--- src/rtl/mc_pkg.sv ---
package mc_pkg;

  typedef enum logic [1:0] {
    MODE_COMB  = 2'd0,
    MODE_REG   = 2'd1,
    MODE_LATCH = 2'd2,
    MODE_RSVD  = 2'd3
  } mc_mode_e;

endpackage

--- src/rtl/mc_input_stage.sv ---
module mc_input_stage #(
  parameter int NUM_CLK = 2,
  localparam int SEL_W = (NUM_CLK > 1) ? $clog2(NUM_CLK) : 1
) (
  input  logic               clk,
  input  logic               rst,
  input  logic [NUM_CLK-1:0] clk_src,
  input  logic [SEL_W-1:0]   clk_sel,
  input  logic               use_pin,
  input  logic               sop,
  input  logic               pin_in,
  output logic               sel_level,
  output logic               sel_rise,
  output logic               data_q,
  output logic               pin_q
);

  logic sel_now;
  logic sel_q;
  logic sel_prev_q;

  always_comb begin
    sel_now = 1'b0;
    for (int i = 0; i < NUM_CLK; i++) begin
      if (clk_sel == SEL_W'(i)) sel_now = clk_src[i];
    end
  end

  always_ff @(posedge clk) begin
    if (rst) begin
      sel_q      <= 1'b0;
      sel_prev_q <= 1'b0;
      data_q     <= 1'b0;
      pin_q      <= 1'b0;
    end else begin
      sel_q      <= sel_now;
      sel_prev_q <= sel_q;
      data_q     <= use_pin ? pin_in : sop;
      pin_q      <= pin_in;
    end
  end

  assign sel_level = sel_q;
  assign sel_rise  = sel_q & ~sel_prev_q;

  // a detected transition never lasts two consecutive cycles
  a_r4_rise_single : assert property (@(posedge clk) disable iff (rst)
    sel_rise |=> !sel_rise);

endmodule

--- src/rtl/mc_storage.sv ---
module mc_storage
  import mc_pkg::*;
(
  input  logic     clk,
  input  logic     rst,
  input  mc_mode_e mode,
  input  logic     tgl,
  input  logic     rise,
  input  logic     level,
  input  logic     d,
  output logic     st,
  output logic     node
);

  always_ff @(posedge clk) begin
    if (rst) begin
      st <= 1'b0;
    end else begin
      case (mode)
        MODE_REG:   if (rise)  st <= tgl ? (st ^ d) : d;
        MODE_LATCH: if (level) st <= d;
        default:    st <= st;
      endcase
    end
  end

  always_comb begin
    case (mode)
      MODE_REG:   node = st;
      MODE_LATCH: node = level ? d : st;
      default:    node = d;
    endcase
  end

  a_r4_reg_hold : assert property (@(posedge clk) disable iff (rst)
    (mode == MODE_REG && !rise) |=> $stable(st));

  a_r5_toggle_flip : assert property (@(posedge clk) disable iff (rst)
    (mode == MODE_REG && tgl && rise && d) |=> (st != $past(st)));

  a_r6_latch_hold : assert property (@(posedge clk) disable iff (rst)
    (mode == MODE_LATCH && !level) |=> $stable(st));

  a_r1_store_clear : assert property (@(posedge clk)
    rst |=> (st == 1'b0));

endmodule

--- src/rtl/mc_output_stage.sv ---
module mc_output_stage (
  input  logic clk,
  input  logic rst,
  input  logic node,
  input  logic invert,
  input  logic pin_q,
  input  logic fb_pin,
  input  logic buried,
  output logic pin_out,
  output logic pin_oe,
  output logic fb_out
);

  always_ff @(posedge clk) begin
    if (rst) begin
      pin_out <= 1'b0;
      pin_oe  <= 1'b0;
      fb_out  <= 1'b0;
    end else begin
      pin_out <= node ^ invert;
      pin_oe  <= ~(buried | fb_pin);
      fb_out  <= fb_pin ? pin_q : node;
    end
  end

  a_r1_reset_clear : assert property (@(posedge clk)
    rst |=> (!pin_out && !pin_oe && !fb_out));

  a_r9_oe_off : assert property (@(posedge clk) disable iff (rst)
    (buried || fb_pin) |=> !pin_oe);

endmodule

--- src/rtl/mc_macrocell.sv ---
module mc_macrocell
  import mc_pkg::*;
#(
  parameter int NUM_CLK = 2,
  localparam int SEL_W = (NUM_CLK > 1) ? $clog2(NUM_CLK) : 1
) (
  input  logic               clk,
  input  logic               rst,
  input  logic               sop,
  input  logic               pin_in,
  input  logic [NUM_CLK-1:0] mc_clk,
  input  logic [SEL_W-1:0]   cfg_clk_sel,
  input  logic [1:0]         cfg_mode,
  input  logic               cfg_toggle,
  input  logic               cfg_invert,
  input  logic               cfg_buried,
  input  logic               cfg_fb_pin,
  output logic               pin_out,
  output logic               pin_oe,
  output logic               fb_out
);

  mc_mode_e mode;
  logic     level;
  logic     rise;
  logic     data_q;
  logic     pin_q;
  logic     st;
  logic     node;
  logic     tgl_eff;

  assign mode    = mc_mode_e'(cfg_mode);
  assign tgl_eff = cfg_toggle & ~cfg_buried;

  mc_input_stage #(.NUM_CLK(NUM_CLK)) u_in (
    .clk       (clk),
    .rst       (rst),
    .clk_src   (mc_clk),
    .clk_sel   (cfg_clk_sel),
    .use_pin   (cfg_buried),
    .sop       (sop),
    .pin_in    (pin_in),
    .sel_level (level),
    .sel_rise  (rise),
    .data_q    (data_q),
    .pin_q     (pin_q)
  );

  mc_storage u_st (
    .clk   (clk),
    .rst   (rst),
    .mode  (mode),
    .tgl   (tgl_eff),
    .rise  (rise),
    .level (level),
    .d     (data_q),
    .st    (st),
    .node  (node)
  );

  mc_output_stage u_out (
    .clk     (clk),
    .rst     (rst),
    .node    (node),
    .invert  (cfg_invert),
    .pin_q   (pin_q),
    .fb_pin  (cfg_fb_pin),
    .buried  (cfg_buried),
    .pin_out (pin_out),
    .pin_oe  (pin_oe),
    .fb_out  (fb_out)
  );

  // the pin and the feedback differ exactly by the polarity setting
  a_r3_fb_uninverted : assert property (@(posedge clk) disable iff (rst)
    (!cfg_fb_pin && !$past(rst)) |-> (fb_out == (pin_out ^ cfg_invert)));

endmodule

--- config.mk ---
export PLATFORM = sky130hd
export DESIGN_NAME = mc_macrocell
export DESIGN_NICKNAME = d
export VERILOG_FILES = /design/src/rtl/mc_pkg.sv /design/src/rtl/mc_input_stage.sv /design/src/rtl/mc_storage.sv /design/src/rtl/mc_output_stage.sv /design/src/rtl/mc_macrocell.sv
export SDC_FILE = /design/constraint.sdc
export NUM_CORES = 1
export LEC_CHECK = 0
export ABC_AREA = 1
export CAP_MARGIN = 5
export CORE_AREA = 2 2 39 41
export CTS_CLUSTER_SIZE = 20
export DETAILED_ROUTE_END_ITERATION = 10
export DIE_AREA = 0 0 41 43
export PLACE_DENSITY = 0.65
export SETUP_SLACK_MARGIN = 0.05
export SLEW_MARGIN = 20
export SYNTH_ARGS = -nofsm -noshare
export SYNTH_HDL_FRONTEND = slang
export SYNTH_SLANG_ARGS = --single-unit
export TNS_END_PERCENT = 30
--- constraint.sdc ---
create_clock -name clk -period 1.5 [get_ports clk]
set_clock_uncertainty 0.15 [all_clocks]
set_input_delay 0.225 -clock clk [delete_from_list [all_inputs] [get_ports clk]]
set_output_delay 0.225 -clock clk [all_outputs]
set_load 0.02 [all_outputs]
==> out/summary.md <==
The filler cells instantiated in the layout total 147. Summing all non-filler instances in the final layout gives an area of 607 µm². After detailed routing, the number of vias per cell comes to 4.32.

The first global-routing pass estimated 1260 µm of wire. Setup repair after global routing left no endpoint under its margin. The fraction of power spent switching nets was 0.256; the core occupancy in the finished layout was 0.439. The logs give 0 for the number of hold violations in the final report and 87 for the non-filler instance count after layout. The clock period minus worst slack came out at 1.25 ns. Buffers inserted to repair hold after CTS numbered 0. By area, the combinational part of the netlist is dominated by simple AND/OR/NAND/NOR gates. In the routed design, unresolved DRC markers number 0. The post-synthesis mux area share was 0; the portion of the clock cycle consumed by the worst path in the final layout was 0.835.

Data arrives at the worst endpoint at 0.88 ns. The final weighted congestion of routability-driven global placement was 0.660; the number of antenna violations at the first check in global routing was 0. After global routing the overflow that remains totals 0.

The tools report the register share of total power as 0.463. The post-layout total power was 508 µW; the area share of xor/xnor cells in the synthesized design was 0. The post-synthesis area per instance was 7.41 µm². Clock insertion delay at the later pin of the skew report: 0.25 ns. The number of antenna diodes in the final layout is 0. For the worst setup path, the data required time is 1.12 ns.

Critical-path cell with the highest stage delay: sky130_fd_sc_hd__dlygate4sd2_1. The detailed router finished its first iteration with 6 violations. The total of endpoints with negative setup slack in the final report was 0. The number of clock buffers added by TritonCTS is 3. The count of buffers added on input and output ports is 15.

From synthesis to final layout, the design area changed by 57.5%. The synthesized design contains 8 register bits. Summed over all cells, the static leakage comes to 0.301 nW.

The pre-antenna-repair detailed-routing pass consisted of 4 iterations. The fraction of the mapped netlist area in simple logic gates came out at 0.237. The internal power of the cells totals 378 µW. After clock tree synthesis, the clock-pin slew on the worst setup and hold paths is 0.05 ns. Proportion of layout cells with a drive suffix above 1: 0.183. TritonCTS built the clock tree. For the initial standard-cell utilization of the core, the log shows 0.278. Cell chosen for the clock root: sky130_fd_sc_hd__clkbuf_4. The number of global-route vias before repair came out at 346. Once detail routing completed, the nets flagged for antenna violations numbered 0. The post-synthesis compound-gate area fraction is 0.156. VDD sags by at most 0.473 mV. The sequential element share of the synthesized area is 0.416, and the worst stage delay on the critical path is 0.33 ns. STA classifies the critical path startpoint as a flip-flop. The level count of the clock H-tree was 1; the total via count after detailed routing was 376. The site row count was 14. The run finished with clean final reports.

Leaving out fill and tap cells, the most frequent cell in the layout is sky130_fd_sc_hd__inv_1. The cell count after synthesis came out at 52. The clock drives 8 sinks. Total routing resource utilization after global routing: 0.107.

The maximum number of pins on one net before global-route repair was 6; the total count of max-transition violations in the final report was 0. Max-cap violations in this run came to 0. In this run the power spent charging and discharging nets is 130 µW. Number of placed I/O pins: 16.

Critical path buffer and inverter count: 1. The power density relative to cell area is 838 nW/µm². Summing every instance area after synthesis gives 385 µm². The x dimension of the die was 41 µm. In the layout the commonest cells are sky130_fd_sc_hd__inv_1 (12), sky130_fd_sc_hd__clkdlybuf4s50_1 (10), sky130_fd_sc_hd__dfxtp_1 (8).

The count of yosys warnings during synthesis was 0; the HPWL reported at the end of detailed placement was 612 µm. The worst-case headroom to the max-slew limit was 0.851; the final worst hold slack was 0.334 ns. The number of nets in the layout came out at 88. The die covers 1760 µm². Counting every net in the synthesized netlist gives 67. The die is 43 µm tall. In this run the deepest clock path goes through 2 buffers. The post-detailed-route wirelength per cell came out at 8.62 µm. The measured slew at the worst slew-check pin is 0.223 ns. The kind of end point of the critical path was an output port. The maximum fanout count along the critical path came out at 1. The tools report the post-CTS setup buffer count as 0. The synthesized netlist contains 16 unique library cells. The maximum clock frequency was 798 MHz; the fraction of the mapped netlist area in adder cells was 0.0649. The tools report the clock network fraction of total power as 0.309.

The critical path in this run is classified as flip-flop to output port. The signal on the critical path passes through dlygate4sd2_1. The core area came out at 1380 µm². For the portion of total power attributed to combinational logic, the log shows 0.228. In this design, the largest share of critical-path delay is due to buffers and inverters. The placed instance area was 563 µm². Including well taps, the total number of placed cells is 84. The min-delay analysis places its worst path in the category flip-flop to flip-flop. The post-detailed-routing wire length was 750 µm.
-- state kept, by name (all words and copies together) (netlist names) --
| name | count |
|---|---|
| u_in.data_q | 1 |
| u_out.pin_out | 1 |
| u_in.sel_level | 1 |
| u_st.st | 1 |
| u_out.pin_oe | 1 |
| u_out.fb_out | 1 |
| u_in.sel_prev_q | 1 |
| u_in.pin_q | 1 |
-- layer usage --
metal,global-route usage,wire (µm),part of all wire,vias to the layer above
li1,-,-,-,202
met1,0.133,336,0.45,162
met2,0.147,373,0.50,10
met3,0.0157,25,0.033,2
met4,0.100,14,0.019,0
met5,0,0,0,-
-- power groups by stage --
stage	Sequential, mW	Clock (mW)	Combinational [mW]
after CTS	0.235	0.167	0.111
after global placement	0.239	0	0.112
after global routing	0.236	0.178	0.130
final	0.235	0.157	0.116
after detailed placement	0.239	0	0.113
after floorplan	0.245	0	0.0490
-- synthesized netlist by cell type, drive strengths merged --
library cell   n  share of area
nor3           1          0.013
ha             2          0.065
nand4          1          0.016
dfxtp          8           0.42
a211oi         1          0.019
nand3          5          0.078
nor2           4          0.039
inv           13           0.13
a21oi          5          0.084
o21ai          4          0.052
nand2          8          0.091
-- what timing repair did --
item                                    CTS  global route
endpoints found under the setup margin    4             3
pin swaps                                 0             1
gates resized for setup                   4             5
-- final timing paths --
check | endpoint | depth (start not counted) | from | slack, ns
min | u_in.sel_prev_q | 2 | u_in.sel_level | 0.33
min reg2reg | u_in.sel_prev_q | 2 | u_in.sel_level | 0.33
max reg2reg | u_out.pin_out | 7 | u_st.st | 0.37
max | pin_oe | 1 | u_out.pin_oe | 0.25
-- area by class of cell --
cell class,count,area [µm²],area share
tap,16,20.0,0.0330
inverter,13,48.8,0.0804
sequential,8,160,0.264
multi-input combinational,31,196,0.324
clock buffer,3,22.5,0.0371
timing repair buffer,16,159,0.262
-- cells by family (layout without fill, tap and decap cells) --
group	Yosys count	in the layout
flops	8	8
fa+ha+maj	2	2
simple gates	19	19
compound gates	10	10
buf+inv	13	32
-- metrics by stage --
stage / worst slack (ns) / setup TNS (ns)
global route: 0.216 / 0
global placement: -0.208 / -0.507
floorplan: 0.324 / 0
CTS: 0.0533 / 0
finish: 0.247 / 0
detailed placement: -0.233 / -0.576
(Power assumes the default switching activity.)
